File: config.mk
export PLATFORM = sky130hd
export DESIGN_NAME = shrot_unit
export DESIGN_NICKNAME = d
export VERILOG_FILES = /design/src/rtl/shrot_pkg.sv /design/src/rtl/shrot_decode.sv /design/src/rtl/shrot_barrel.sv /design/src/rtl/shrot_flags.sv /design/src/rtl/shrot_unit.sv
export SDC_FILE = /design/constraint.sdc
export NUM_CORES = 1
export LEC_CHECK = 0
export ABC_AREA = 0
export BUFFER_PORTS_ARGS = -buffer_cell sky130_fd_sc_hd__buf_2
export CORE_MARGIN = 1
export CORE_UTILIZATION = 60
export DETAILED_ROUTE_END_ITERATION = 6
export PLACE_DENSITY = 0.94
export SETUP_SLACK_MARGIN = 0.02
export SYNTH_ARGS = -nofsm -noshare
export SYNTH_HDL_FRONTEND = slang
export SYNTH_SLANG_ARGS = --single-unit
File: constraint.sdc
create_clock -name clk -period 1.4 [get_ports clk]
set_clock_uncertainty 0.15 [all_clocks]
set_input_delay 0.21 -clock clk [delete_from_list [all_inputs] [get_ports clk]]
set_output_delay 0.21 -clock clk [all_outputs]
set_load 0.01 [all_outputs]
File: src/rtl/shrot_pkg.sv
package shrot_pkg;

  typedef enum logic [2:0] {
    OP_SHL_IMM = 3'd0,
    OP_SHR_IMM = 3'd1,
    OP_SAR_IMM = 3'd2,
    OP_ROR_IMM = 3'd3,
    OP_ROR_REG = 3'd4,
    OP_SHA_REG = 3'd5,
    OP_RSV_6   = 3'd6,
    OP_RSV_7   = 3'd7
  } shr_op_e;

  // What enters the vacated bit positions during a right-going shift
  typedef enum logic [1:0] {
    FILL_ZERO = 2'd0,
    FILL_SIGN = 2'd1,
    FILL_WRAP = 2'd2
  } shr_fill_e;

  // Which end of the original operand feeds the carry flag
  typedef enum logic [1:0] {
    CSEL_NONE = 2'd0,
    CSEL_LSB  = 2'd1,
    CSEL_MSB  = 2'd2
  } shr_csel_e;

  typedef struct packed {
    logic      reverse;  // left shift done as mirrored right shift
    shr_fill_e fill;
    shr_csel_e csel;
  } shr_plan_t;

endpackage

File: src/rtl/shrot_decode.sv
module shrot_decode
  import shrot_pkg::*;
#(
  parameter int WIDTH = 32,
  parameter int IMM_W = $clog2(WIDTH),
  parameter int AMT_W = IMM_W + 1
) (
  input  shr_op_e          op,
  input  logic [IMM_W-1:0] imm,
  input  logic [WIDTH-1:0] count,
  output shr_plan_t        plan,
  output logic [AMT_W-1:0] amt
);

  localparam logic [AMT_W-1:0] FULL = AMT_W'(WIDTH);

  // Immediate field where zero stands for a full-width count
  function automatic logic [AMT_W-1:0] imm_count(input logic [IMM_W-1:0] f);
    return (f == '0) ? FULL : {1'b0, f};
  endfunction

  // Magnitude of a signed count, clamped to the word width
  function automatic logic [AMT_W-1:0] clamp_mag(input logic [WIDTH-1:0] c);
    logic [WIDTH:0] mag;
    mag = c[WIDTH-1] ? ({1'b0, ~c} + 1'b1) : {1'b0, c};
    return (mag >= (WIDTH+1)'(WIDTH)) ? FULL : mag[AMT_W-1:0];
  endfunction

  logic count_neg;
  assign count_neg = count[WIDTH-1];

  always_comb begin
    plan = '{reverse: 1'b0, fill: FILL_ZERO, csel: CSEL_NONE};
    amt  = '0;
    unique case (op)
      OP_SHL_IMM: begin
        plan.reverse = 1'b1;
        plan.csel    = CSEL_MSB;
        amt          = FULL - {1'b0, imm};
      end
      OP_SHR_IMM: begin
        plan.csel = CSEL_LSB;
        amt       = imm_count(imm);
      end
      OP_SAR_IMM: begin
        plan.fill = FILL_SIGN;
        plan.csel = CSEL_LSB;
        amt       = imm_count(imm);
      end
      OP_ROR_IMM: begin
        plan.fill = FILL_WRAP;
        plan.csel = CSEL_MSB;
        amt       = {1'b0, imm};
      end
      OP_ROR_REG: begin
        plan.fill = FILL_WRAP;
        plan.csel = CSEL_MSB;
        amt       = {1'b0, count[IMM_W-1:0]};
      end
      OP_SHA_REG: begin
        amt = clamp_mag(count);
        if (count_neg) begin
          plan.reverse = 1'b1;
          plan.csel    = CSEL_MSB;
        end else begin
          plan.fill = FILL_SIGN;
          plan.csel = CSEL_LSB;
        end
      end
      default: ;
    endcase
  end

endmodule

File: src/rtl/shrot_barrel.sv
module shrot_barrel
  import shrot_pkg::*;
#(
  parameter int WIDTH = 32,
  parameter int AMT_W = $clog2(WIDTH) + 1
) (
  input  logic [WIDTH-1:0] data,
  input  logic [AMT_W-1:0] amt,
  input  shr_fill_e        fill,
  input  logic             reverse,
  output logic [WIDTH-1:0] data_out
);

  function automatic logic [WIDTH-1:0] mirror(input logic [WIDTH-1:0] v);
    logic [WIDTH-1:0] r;
    for (int b = 0; b < WIDTH; b++) r[b] = v[WIDTH-1-b];
    return r;
  endfunction

  logic             sign_bit;
  logic [WIDTH-1:0] stage [AMT_W+1];

  assign sign_bit = data[WIDTH-1];
  assign stage[0] = reverse ? mirror(data) : data;

  for (genvar i = 0; i < AMT_W; i++) begin : g_stage
    localparam int SH = 1 << i;
    if (SH >= WIDTH) begin : g_full
      logic [WIDTH-1:0] full_fill;
      assign full_fill = (fill == FILL_SIGN) ? {WIDTH{sign_bit}} :
                         (fill == FILL_WRAP) ? stage[i] : '0;
      assign stage[i+1] = amt[i] ? full_fill : stage[i];
    end else begin : g_part
      logic [SH-1:0] top_bits;
      assign top_bits = (fill == FILL_SIGN) ? {SH{sign_bit}} :
                        (fill == FILL_WRAP) ? stage[i][SH-1:0] : '0;
      assign stage[i+1] = amt[i] ? {top_bits, stage[i][WIDTH-1:SH]} : stage[i];
    end
  end

  assign data_out = reverse ? mirror(stage[AMT_W]) : stage[AMT_W];

endmodule

File: src/rtl/shrot_flags.sv
module shrot_flags
  import shrot_pkg::*;
#(
  parameter int WIDTH = 32
) (
  input  logic [WIDTH-1:0] res,
  input  logic [WIDTH-1:0] orig,
  input  shr_csel_e        csel,
  output logic             z,
  output logic             n,
  output logic             c
);

  assign z = (res == '0);
  assign n = res[WIDTH-1];

  always_comb begin
    unique case (csel)
      CSEL_LSB: c = orig[0];
      CSEL_MSB: c = orig[WIDTH-1];
      default:  c = 1'b0;
    endcase
  end

endmodule

File: src/rtl/shrot_unit.sv
module shrot_unit
  import shrot_pkg::*;
#(
  parameter int WIDTH = 32,
  parameter int IMM_W = $clog2(WIDTH)
) (
  input  logic             clk,
  input  logic             rst_n,
  input  logic             in_valid,
  input  logic [2:0]       op_sel,
  input  logic [WIDTH-1:0] operand,
  input  logic [WIDTH-1:0] count,
  input  logic [IMM_W-1:0] imm,
  output logic             out_valid,
  output logic [WIDTH-1:0] result,
  output logic             flag_z,
  output logic             flag_n,
  output logic             flag_c
);

  localparam int AMT_W = IMM_W + 1;

  shr_plan_t        plan;
  logic [AMT_W-1:0] shift_amt;
  logic [WIDTH-1:0] res_next;
  logic             z_next, n_next, c_next;

  shrot_decode #(.WIDTH(WIDTH), .IMM_W(IMM_W), .AMT_W(AMT_W)) u_decode (
    .op    (shr_op_e'(op_sel)),
    .imm   (imm),
    .count (count),
    .plan  (plan),
    .amt   (shift_amt)
  );

  shrot_barrel #(.WIDTH(WIDTH), .AMT_W(AMT_W)) u_barrel (
    .data     (operand),
    .amt      (shift_amt),
    .fill     (plan.fill),
    .reverse  (plan.reverse),
    .data_out (res_next)
  );

  shrot_flags #(.WIDTH(WIDTH)) u_flags (
    .res  (res_next),
    .orig (operand),
    .csel (plan.csel),
    .z    (z_next),
    .n    (n_next),
    .c    (c_next)
  );

  always_ff @(posedge clk or negedge rst_n) begin
    if (!rst_n) begin
      out_valid <= 1'b0;
      result    <= '0;
      flag_z    <= 1'b0;
      flag_n    <= 1'b0;
      flag_c    <= 1'b0;
    end else begin
      out_valid <= in_valid;
      if (in_valid) begin
        result <= res_next;
        flag_z <= z_next;
        flag_n <= n_next;
        flag_c <= c_next;
      end
    end
  end

endmodule

==> impl_metrics.json, run 1 <==
{
  "status": "did not finish",
  "stop_stage": "clock tree synthesis (4_1_cts)",
  "firstError": "[ERROR DPL-0038] Utilization greater than 100%, impossible to legalize",
  "cts_made_buffers": 5,
  "clock_sinks": 35,
  "h-tree-depth": 2,
  "cts_buffer_depth": 2,
  "synth.cell_area_mm2": 0.00687,
  "hpwlAfterDp_mm": 34.5,
  "initial_utilization_pct": 62.5,
  "syn-instance-count": 1043,
  "port_buffers": 110,
  "rows": 38,
  "ys_seq_area_share_pct": 12.8,
  "synth_fp_nets": 1124,
  "yosysTopAreaCellShare_pct": 12.8,
  "gp_congestion": 1.27,
  "synthArstFlopShare_pct": 100,
  "clockRootBuffer": "clkbuf_16",
  "synth-main-ff-cell": "dfrtp_1",
  "yosysWarnings": 0,
  "dieWidth_um": 109,
  "yosys.area.top_type": "dfrtp_1",
  "cts_resized": 180,
  "synth_area_leaders": "dfrtp_1, nand2_1, nor2_1",
  "ys_ff_latch": 35,
  "cts_hold_buf": 1,
  "cts_setup_buffers": 25,
  "synth-edff-count": 0,
  "syn_avg_cell_area_um2": 6.59,
  "dpl_cell_area_mm2": 0.0104,
  "io_pins": 111,
  "synth.distinct_cells": 81,
  "die_h_um": 109
}
cells by family after synthesis:
logic type / after synthesis / share of synthesized area [%]
multiplexers: 54 / 8.09
AND/OR/NAND/NOR: 421 / 29.3
buffers and inverters: 103 / 6.52
AO/OA/AOI/OAI: 414 / 41.0
flip-flops: 35 / 12.8
adder cells (fa/ha/maj): 6 / 1.09
XOR/XNOR: 10 / 1.27
synth_stat cells (8+ instances only):
| master | count |
|---|---|
| a211oi_1 | 30 |
| a21oi_1 | 69 |
| a221oi_1 | 10 |
| a22oi_1 | 48 |
| a31oi_1 | 39 |
| and3_1 | 11 |
| buf_1 | 10 |
| buf_2 | 10 |
| clkbuf_1 | 56 |
| dfrtp_1 | 35 |
| inv_1 | 19 |
| mux2_2 | 12 |
| mux2i_1 | 42 |
| nand2_1 | 131 |
| nand3_1 | 35 |
| nand4_1 | 15 |
| nor2_1 | 116 |
| nor3_1 | 42 |
| nor4_1 | 10 |
| o211ai_1 | 21 |
| o21a_1 | 13 |
| o21ai_0 | 84 |
| o221ai_1 | 8 |
| o31a_1 | 8 |
| o31ai_1 | 10 |
| or3_1 | 15 |
metrics by stage:
step | setup WS, ns | utilization (%) | hold slack [ns] | std cells
3_5_place_dp | -4.23 | 95.1 | 0.112 | 1587
3_3_place_gp | -3.77 | 95.1 | 0.0996 | 1587
2_1_floorplan | -3.46 | - | -0.236 | 1043
==> run 2, diff against run 1 <==
Settings changed: CORE_UTILIZATION 60 to 40, PLACE_DENSITY 0.94 to default, PLACE_DENSITY_LB_ADDON from default to 0.15, SETUP_SLACK_MARGIN 0.02 to default.
==> run 2 against run 1 <==
The flow now finishes, with violations (negative setup slack). Synthesized cell count unchanged. Area after synthesis unchanged.
==> impl_metrics.json, run 2 <==
{
  "synth.distinct_cells": 81,
  "synth_fp_nets": 1124,
  "path_clk_slew_ns": 0.06,
  "synthArstFlopShare_pct": 100,
  "port_buffers": 110,
  "crit_type": "primary input to flip-flop",
  "first_iter_violations": 1027,
  "syn_avg_cell_area_um2": 6.59,
  "synth_area_leaders": "dfrtp_1, nand2_1, nor2_1",
  "combPwrFrac_pct": 73.4,
  "vias_per_cell": 6.37,
  "hold_viol_final": 0,
  "ir_worst_vdd_uv": 967,
  "nNetsFinal": 1614,
  "finalCritPeriodShare_pct": 365,
  "area_growth_syn_to_layout_pct": 86.0,
  "cts_made_buffers": 5,
  "die_area_mm2": 0.0177,
  "vias": 11200,
  "clockRootBuffer": "clkbuf_16",
  "yosys.area.top_type": "dfrtp_1",
  "wl_per_cell_um": 21.9,
  "ant_nets": 0,
  "layout_setup_ws_ns": -3.71,
  "grt_pass1_vias": 10500,
  "critPathCaptureType": "flip-flop",
  "yosysTopAreaCellShare_pct": 12.8,
  "p_leak_uw": 0.00544,
  "rsz0062_at_grt": "yes",
  "max_slew_margin_pct": 33.5,
  "min_period_ns": 5.11,
  "clock_sinks": 35,
  "status": "finished with violations",
  "firstDrtPassIters": 5,
  "ys_ff_latch": 35,
  "p_int_uw": 5380,
  "ys_seq_area_share_pct": 12.8,
  "wirelength_mm": 38.4,
  "slew_violations": 0,
  "pre_cts_slack_ns": -4.01,
  "final_common_cell": "buf_4",
  "die_h_um": 133,
  "yosys-top-cells-count": "nand2_1, nor2_1, o21ai_0",
  "min_path_type": "primary input to flip-flop",
  "worstSkewPairLatency_ns": 0.29,
  "grt_util_all_layers_pct": 41.1,
  "yosysWarnings": 0,
  "cts_tree": "yes",
  "overflow": 0,
  "gp_congestion": 1.06,
  "grt_pass1_wl_mm": 57.2,
  "swShare_pct": 45.1,
  "r2r_slack_ns": 0.49,
  "synth.cell_area_mm2": 0.00687,
  "cts_buffer_depth": 2,
  "initial_utilization_pct": 41.1,
  "regMostFlops": "result",
  "tns_ns": -111.48,
  "diodes": 0,
  "power_uw": 9800,
  "rows": 47,
  "fillers": 1265,
  "h-tree-depth": 2,
  "dieWidth_um": 133,
  "largest_reg_flops": 32,
  "drv_cap": 0,
  "drive_above_1_share_pct": 53.5,
  "tightestPinTransition_ns": 0.992,
  "cp.arrival_ns": 5.16,
  "final_cell_mix": "buf_4, nand2_1, buf_2, nor2_1, o21ai_0",
  "fmax_mhz": 196,
  "grt_max_degree": 36,
  "p_switching_uw": 4420,
  "core_mm2": 0.0167,
  "clkPwrFrac_pct": 13.2,
  "io_pins": 111,
  "antenna_found_initial": 0,
  "synth-main-ff-cell": "dfrtp_1",
  "synth.most_common_cell": "nand2_1",
  "holdWs_ns": 0.00545,
  "cp_max_fo": 16,
  "powerDensity_mw_per_mm2": 767,
  "seqPwrFrac_pct": 13.4,
  "startpoint_type": "primary input",
  "synth-edff-count": 0,
  "route.detailed.drc": 0,
  "finalSetupViolCount": 34,
  "critical_path_required_ns": 1.44,
  "hpwlAfterDp_mm": 29.2,
  "syn-instance-count": 1043,
  "violations": "negative setup slack"
}
[run 2: cell counts after synthesis]
No cell type changed its count.
[run 2: timing repair]
action                     in CTS  in global routing
pin swaps                      52                 54
setup endpoints to repair      34                 34
resized for setup             131                186
hold endpoints to repair       35                  0
hold buffers                    1                  0
buffers inserted               18                 22
cloned                          1                  0
[run 2: worst paths after layout]
check | from | cells after the start | to
max | count[14] | 22 | flag_z
max in group asynchronous | rst_n | 3 | result[22]
min | in_valid | 2 | result[2]
max reg2reg | result[19] | 1 | result[19]
min in group asynchronous | rst_n | 3 | result[3]
min reg2reg | result[29] | 2 | result[29]
[run 2: power by group through the flow]
stage	Clock (uW)	Sequential (uW)	Combinational, uW
after floorplan	0	1420	2510
after global placement	0	1310	5630
after detailed placement	0	1320	5670
after CTS	1300	1310	6180
after global routing	1350	1330	7530
final	1300	1310	7190
[run 2: kinds of logic after synthesis]
logic type,Yosys count,share of synthesized area (%)
AND/OR/NAND/NOR,421,29.3
AO/OA/AOI/OAI,414,41.0
buffers and inverters,103,6.52
multiplexers,54,8.09
flip-flops,35,12.8
XOR/XNOR,10,1.27
adder cells (fa/ha/maj),6,1.09
[run 2: cell type report]
cell class                      instances  area [um2]  area share (%)
Multi-Input combinational cell        905        6970            54.6
Timing Repair Buffer                  567        4410            34.5
Sequential cell                        35         876            6.85
Tap cell                              220         275            2.15
Clock buffer                            5         125           0.979
Inverter                               19        78.8           0.617
Clock inverter                          3        43.8           0.343
[run 2: metrics by stage]
step                      instance area (um2)  utilization [%]  cells
after floorplan                          7200                -   1043
after global placement                  11000             65.6   1718
after detailed placement                11000             65.6   1718
after CTS                               11900             71.0   1742
after global routing                    12800             76.5   1754
final                                   12800             76.5   1754
[run 2: metal layers]
layer	vias up	track usage (%)	wire length (um)	part of all wire, %
met5	-	0	0	0
met1	5243	53.7	15600	41
li1	5031	-	-	-
met4	0	21.8	2080	5.4
met2	714	65.7	17200	45
met3	191	5.17	3450	9.0
[run 2: critical path, cell delays in order]
cell	delay (ns)
buf_2	0.10
nor3_1	0.28
buf_4	0.21
and3_1	0.27
a31oi_1	0.13
a2111oi_0	0.58
nor4b_2	0.14
buf_4	0.17
nand3_1	0.08
buf_4	0.20
o31ai_4	0.09
buf_12	0.16
buf_4	0.19
nor2_2	0.35
buf_4	0.19
a22oi_2	0.07
a21oi_1	0.49
o31ai_1	0.15
a22oi_2	0.23
nand3b_1	0.10
or4_1	0.53
o32ai_2	0.21
No activity file was read; power rests on OpenSTA's default activity.
==> run 3, diff against run 2 <==
Settings changed: SYNTH_HIERARCHICAL from default to 1.
==> run 3 against run 2 <==
The flow finishes with violations (design-rule violations, negative setup slack). Core utilization fell by 11 points. Synthesized cell count shrank 31%. Global-route usage fell by 9.3 points. Count of clock-buffer cells in the layout unchanged. Combinational power fell by 9.6%. Area after synthesis is 2.3% higher. Power fell by 5.5%. Critical path type unchanged. Critical endpoint unchanged. Largest cell class unchanged.
==> impl_metrics.json, run 3 <==
{
  "gp_congestion": 1.02,
  "drv_cap": 0,
  "syn_avg_cell_area_um2": 9.74,
  "largest_reg_flops": 32,
  "first_iter_violations": 732,
  "worstSkewPairLatency_ns": 0.28,
  "worst-path-buf-inv": 6,
  "initial_utilization_pct": 40.8,
  "antenna_found_initial": 0,
  "critPathCaptureType": "flip-flop",
  "tightestPinTransition_ns": 0.559,
  "synth.distinct_cells": 94,
  "synth-main-ff-cell": "dfrtp_1",
  "critical_path_required_ns": 1.47,
  "ys_seq_area_share_pct": 12.8,
  "min_period_ns": 5.52,
  "synth_area_leaders": "mux4_2, dfrtp_1, mux4_1",
  "cp.arrival_ns": 5.58,
  "grt_pass1_vias": 8449,
  "synth.cell_area_mm2": 0.00703,
  "hpwlAfterDp_mm": 22.3,
  "fmax_mhz": 181,
  "vias": 8354,
  "cts_made_buffers": 5,
  "crit_cells": 24,
  "synth-edff-count": 0,
  "synth_fp_nets": 803,
  "regMostFlops": "result",
  "final_common_cell": "buf_4",
  "ant_nets": 0,
  "path_clk_slew_ns": 0.06,
  "wirelength_mm": 28.6,
  "crit_top_cell": "buf_6",
  "slowest_stage": "or4_4",
  "fin_util_pct": 65.3,
  "violations": "design-rule violations, negative setup slack",
  "layout_setup_ws_ns": -4.12,
  "ys_ff_latch": 36,
  "yosysTopAreaCellShare_pct": 17.0,
  "syn-instance-count": 722,
  "cp_cell_sequence": "buf_6 -> or4_4 -> nor4_1 -> buf_4 -> nand3_1 -> o21ai_0 -> o31ai_1 -> nor4_2 -> nand4_2 -> buf_6 -> o21ai_4 -> buf_6 -> buf_16 -> mux4_2 -> mux4_2 -> mux2i_4 -> nand2_1 -> o211ai_1 -> buf_4 -> a222oi_1 -> nor4_1 -> nand4_1 -> nor2_1 -> mux2_2",
  "drive_above_1_share_pct": 63.5,
  "powerDensity_mw_per_mm2": 823,
  "vias_per_cell": 6.21,
  "ir_worst_vdd_uv": 808,
  "finalCritPeriodShare_pct": 394,
  "diodes": 0,
  "dieWidth_um": 135,
  "rows": 48,
  "finalSetupViolCount": 35,
  "pre_cts_slack_ns": -4.38,
  "clock_sinks": 36,
  "startpoint_type": "primary input",
  "die_h_um": 135,
  "yosysWarnings": 6,
  "cts_buffer_depth": 2,
  "final_cell_mix": "buf_4, buf_2, mux4_2, nor2_1, nand2_1",
  "slew_violations": 0,
  "clockRootBuffer": "clkbuf_16",
  "status": "finished with violations",
  "cp_max_fo": 8,
  "io_pins": 111,
  "rsz0062_at_grt": "yes",
  "path_delay_family": "simple AND/OR/NAND/NOR gates",
  "die_area_mm2": 0.0181,
  "route.detailed.drc": 2,
  "port_buffers": 110,
  "yosys-top-cells-count": "nor2_1, mux4_2, nand2_1",
  "synthArstFlopShare_pct": 100,
  "grt_max_degree": 31,
  "grt_util_all_layers_pct": 31.8,
  "grt_pass1_wl_mm": 45.6,
  "r2r_cells": 1,
  "max_slew_margin_pct": 62.6,
  "firstDrtPassIters": 7,
  "h-tree-depth": 2,
  "min_path_type": "primary input to asynchronous set/reset pin",
  "core_mm2": 0.0172,
  "nNetsFinal": 1201,
  "p_leak_uw": 0.00482,
  "hold_viol_final": 0,
  "crit_type": "primary input to flip-flop",
  "overflow": 0,
  "area_growth_syn_to_layout_pct": 60.1,
  "cts_tree": "yes",
  "synth.most_common_cell": "nor2_1",
  "cpPeakStageDelay_ns": 0.56,
  "yosys.area.top_type": "mux4_2",
  "wl_per_cell_um": 21.2
}
-- run 3: area by class of cell --
type	instances	area, um2
inverter	26	97.6
tap	225	282
fill	1415	5980
multi-input combinational	601	6340
clock buffer	5	125
timing repair buffer	450	3470
sequential	36	901
clock inverter	3	42.5
-- run 3: routing by layer --
| metal | GRT usage (%) | share of wire (%) | wire length (um) | vias to the layer above |
|---|---|---|---|---|
| met5 | 0 | 0 | 0 | - |
| met4 | 12.9 | 3.7 | 1070 | 0 |
| met3 | 3.04 | 5.6 | 1610 | 84 |
| met2 | 55.0 | 49 | 14100 | 384 |
| met1 | 40.6 | 41 | 11800 | 4139 |
| li1 | - | - | - | 3747 |
-- run 3: worst paths after layout --
check	from	endpoint	slack (ns)
worst max-delay path	count[6]	flag_z	-4.12
worst min-delay path	rst_n	result[1]	0.15
worst max register to register	result[2]	result[2]	0.46
worst min register to register	result[28]	result[28]	0.35
max in group asynchronous	rst_n	result[24]	0.54
min in group clk	in_valid	out_valid	0.17
-- run 3: metrics by stage --
stage	instance area (um2)	hold WS [ns]	power, uW	std cells	TNS, ns
after floorplan	7130	-0.236	4460	722	-110.42
after global placement	9900	-0.0962	6890	1297	-131.08
after detailed placement	9900	-0.0881	7000	1297	-136.90
after CTS	11000	0.160	8920	1334	-123.82
after global routing	11300	0.169	9730	1346	-131.93
final	11300	0.155	9260	1346	-125.23
-- run 3: cell families (layout without fill, tap and decap cells) --
group / Yosys count / count (layout) / synth area share (%)
muxes: 153 / 153 / 38.2
DFF: 36 / 36 / 12.8
adders and majority gates: 6 / 6 / 1.07
AOI/OAI and AO/OA: 211 / 211 / 21.9
xor gates and xnor gates: 12 / 12 / 1.50
buffers and inverters: 85 / 484 / 7.69
and+or+nand+nor: 219 / 219 / 16.8
-- run 3: report_power, final --
group | leakage (uW) | total, uW | switching, uW | internal (uW)
sequential | 0.000428 | 1510 | 177 | 1330
clock | 0.0000798 | 1250 | 413 | 835
combinational | 0.00432 | 6500 | 3050 | 3450
-- run 3: repair_timing --
action | in CTS | in global routing
endpoints found under the hold margin | 36 | 0
setup endpoints to repair | 35 | 35
gates resized for setup | 137 | 56
buffers inserted | 35 | 18
hold buffers | 1 | 0
gates cloned | 3 | 0
pin swaps | 46 | 35
==> run 4, diff against run 3 <==
Settings changed: ABC_AREA 0 to 1, HOLD_SLACK_MARGIN from default to 0.02, SETUP_SLACK_MARGIN from default to 0.5.
==> run 4 against run 3 <==
The flow finishes with violations (negative setup slack). Worst hold slack lost 0.023 ns. Register-to-register slack lost 0.04 ns. Die area shrank 10%. Critical endpoint unchanged. Largest power group unchanged. Highest routed layer unchanged.
==> impl_metrics.json, run 4 <==
{
  "cts_tree": "yes",
  "synth.most_common_cell": "nand2_1",
  "min_period_ns": 3.92,
  "ant_nets": 0,
  "firstDrtPassIters": 7,
  "syn_avg_cell_area_um2": 5.06,
  "path_delay_family": "simple AND/OR/NAND/NOR gates",
  "worst-path-buf-inv": 3,
  "drv_cap": 0,
  "grt_util_all_layers_pct": 30.3,
  "dpl_cell_area_mm2": 0.00816,
  "finalSetupViolCount": 35,
  "tightestPinTransition_ns": 0.618,
  "regMostFlops": "result",
  "synth-main-ff-cell": "dfrtp_1",
  "largest_reg_flops": 32,
  "die_h_um": 128,
  "clock_sinks": 36,
  "diodes": 0,
  "crit_type": "primary input to flip-flop",
  "final_common_cell": "nand2_1",
  "rsz0062_at_grt": "yes",
  "grt_max_degree": 37,
  "ys_ff_latch": 36,
  "synth-edff-count": 0,
  "hold_viol_final": 0,
  "path_clk_slew_ns": 0.05,
  "ir_worst_vdd_uv": 590,
  "slew_violations": 0,
  "rows": 45,
  "fin_area_mm2": 0.0112,
  "r2r-start": "result[3]",
  "wirelength_mm": 29.2,
  "synth_fp_nets": 1327,
  "fillers": 1268,
  "vias_per_cell": 5.61,
  "p_leak_uw": 0.00580,
  "yosys.area.top_type": "nand2_1",
  "critical_path_required_ns": 1.46,
  "max_slew_margin_pct": 58.8,
  "nNetsFinal": 1606,
  "final_cell_mix": "nand2_1, buf_4, nand3_2, nand2_2, buf_2",
  "cp_max_fo": 5,
  "hold_path_end": "result[15]",
  "critPathCaptureType": "flip-flop",
  "synth_area_leaders": "nand2_1, nand3_1, dfrtp_1",
  "syn-instance-count": 1246,
  "wl_per_cell_um": 16.8,
  "drive_above_1_share_pct": 47.4,
  "hold_depth": 3,
  "antenna_found_initial": 0,
  "die_area_mm2": 0.0163,
  "route.detailed.drc": 0,
  "finalCritPeriodShare_pct": 280,
  "yosysWarnings": 6,
  "cpPeakStageDelay_ns": 0.22,
  "overflow": 0,
  "port_buffers": 110,
  "h-tree-depth": 2,
  "area_growth_syn_to_layout_pct": 78.2,
  "yosysTopAreaCellShare_pct": 36.1,
  "first_iter_violations": 1054,
  "holdWs_ns": 0.132,
  "hpwlAfterDp_mm": 17.4,
  "min_path_type": "primary input to flip-flop",
  "cp.arrival_ns": 3.99,
  "synth.distinct_cells": 36,
  "grt_pass1_vias": 8656,
  "status": "finished with violations",
  "hp-start": "in_valid",
  "cts_buffer_depth": 2,
  "clockRootBuffer": "clkbuf_16",
  "r2r_cells": 4,
  "io_pins": 111,
  "startpoint_type": "primary input",
  "yosys-top-cells-count": "nand2_1, nand3_1, nor2_1",
  "dieWidth_um": 128,
  "initial_utilization_pct": 41.2,
  "grt_pass1_wl_mm": 40.4,
  "gp_congestion": 0.951,
  "core_mm2": 0.0153,
  "r2r_slack_ns": 0.42,
  "worstReg2RegEnd": "result[3]",
  "powerDensity_mw_per_mm2": 810,
  "worstSkewPairLatency_ns": 0.27,
  "vias": 9741,
  "slowest_stage": "nand3_2",
  "ys_seq_area_share_pct": 14.3,
  "synth.cell_area_mm2": 0.00631,
  "fmax_mhz": 255,
  "synthArstFlopShare_pct": 100,
  "crit_top_cell": "nand2_1",
  "cts_made_buffers": 5,
  "violations": "negative setup slack",
  "layout_setup_ws_ns": -2.52
}
## run 4: cell count changes after synthesis, moves of 18 or more
cell     change
a21oi_1     -27
mux2i_1     -24
mux2_2      -26
nor2_1      +26
o21ai_0     -26
buf_2       +22
mux4_2      -53
mux2_4      -31
nand3_1    +295
mux4_1      -18
nand2_1    +554
inv_1       +35
## run 4: worst max path at each step
stage,from,end,cells after the start
finish,count[6],flag_z,34
global route,count[0],flag_z,35
CTS,count[0],flag_z,32
detailed placement,count[0],flag_z,34
global placement,count[0],flag_z,34
floorplan,count[0],flag_z,34
## run 4: repair_timing
action,in CTS,in global routing
setup endpoints to repair,71,71
hold buffers,1,0
gates cloned,6,4
gates resized for setup,268,210
pin swaps,44,90
buffers inserted,40,16
endpoints found under the hold margin,36,0
## run 4: cell families after synthesis
group,share of synthesized area (%)
compound gates,2.78
simple gates,71.0
buf+inv,10.2
fa+ha+maj,1.19
xor+xnor,0.555
flops,14.3
## run 4: through the flow
stage          total power, uW  setup WS (ns)  setup TNS [ns]  utilization [%]  instances
2_1_floorplan             3990          -1.78          -50.44                -       1246
3_3_place_gp              5620          -2.55          -76.98             53.3       1662
3_5_place_dp              5640          -2.57          -78.00             53.3       1662
4_1_cts                   7980          -2.18          -65.38             65.7       1717
5_1_grt                   9720          -2.89          -84.45             73.4       1737
6_report                  9100          -2.52          -74.54             73.4       1737
## run 4: routing by layer
| metal | share of wire, % | global-route usage [%] |
|---|---|---|
| met5 | 0 | 0 |
| met4 | 6.5 | 11.5 |
| met3 | 9.7 | 3.73 |
| met2 | 47 | 54.1 |
| met1 | 37 | 36.9 |
## run 4: worst min-delay path, cell delays in order
cell	delay (ns)
buf_2	0.19
nand2_2	0.08
nand2_1	0.04
## run 4: area by class of cell
type / count / area (um2) / share of cell area, %
Timing Repair Buffer: 335 / 2810 / 25.0
Clock inverter: 2 / 35.0 / 0.312
Clock buffer: 6 / 129 / 1.15
Tap cell: 211 / 264 / 2.35
Multi-Input combinational cell: 1081 / 6830 / 60.7
Sequential cell: 36 / 901 / 8.01
Inverter: 66 / 275 / 2.45
## run 4: power breakdown
part / internal (uW) / switching (uW) / leakage [uW]
Sequential: 1260 / 106 / 0.000449
Combinational: 2740 / 3770 / 0.00527
Clock: 836 / 401 / 0.0000808
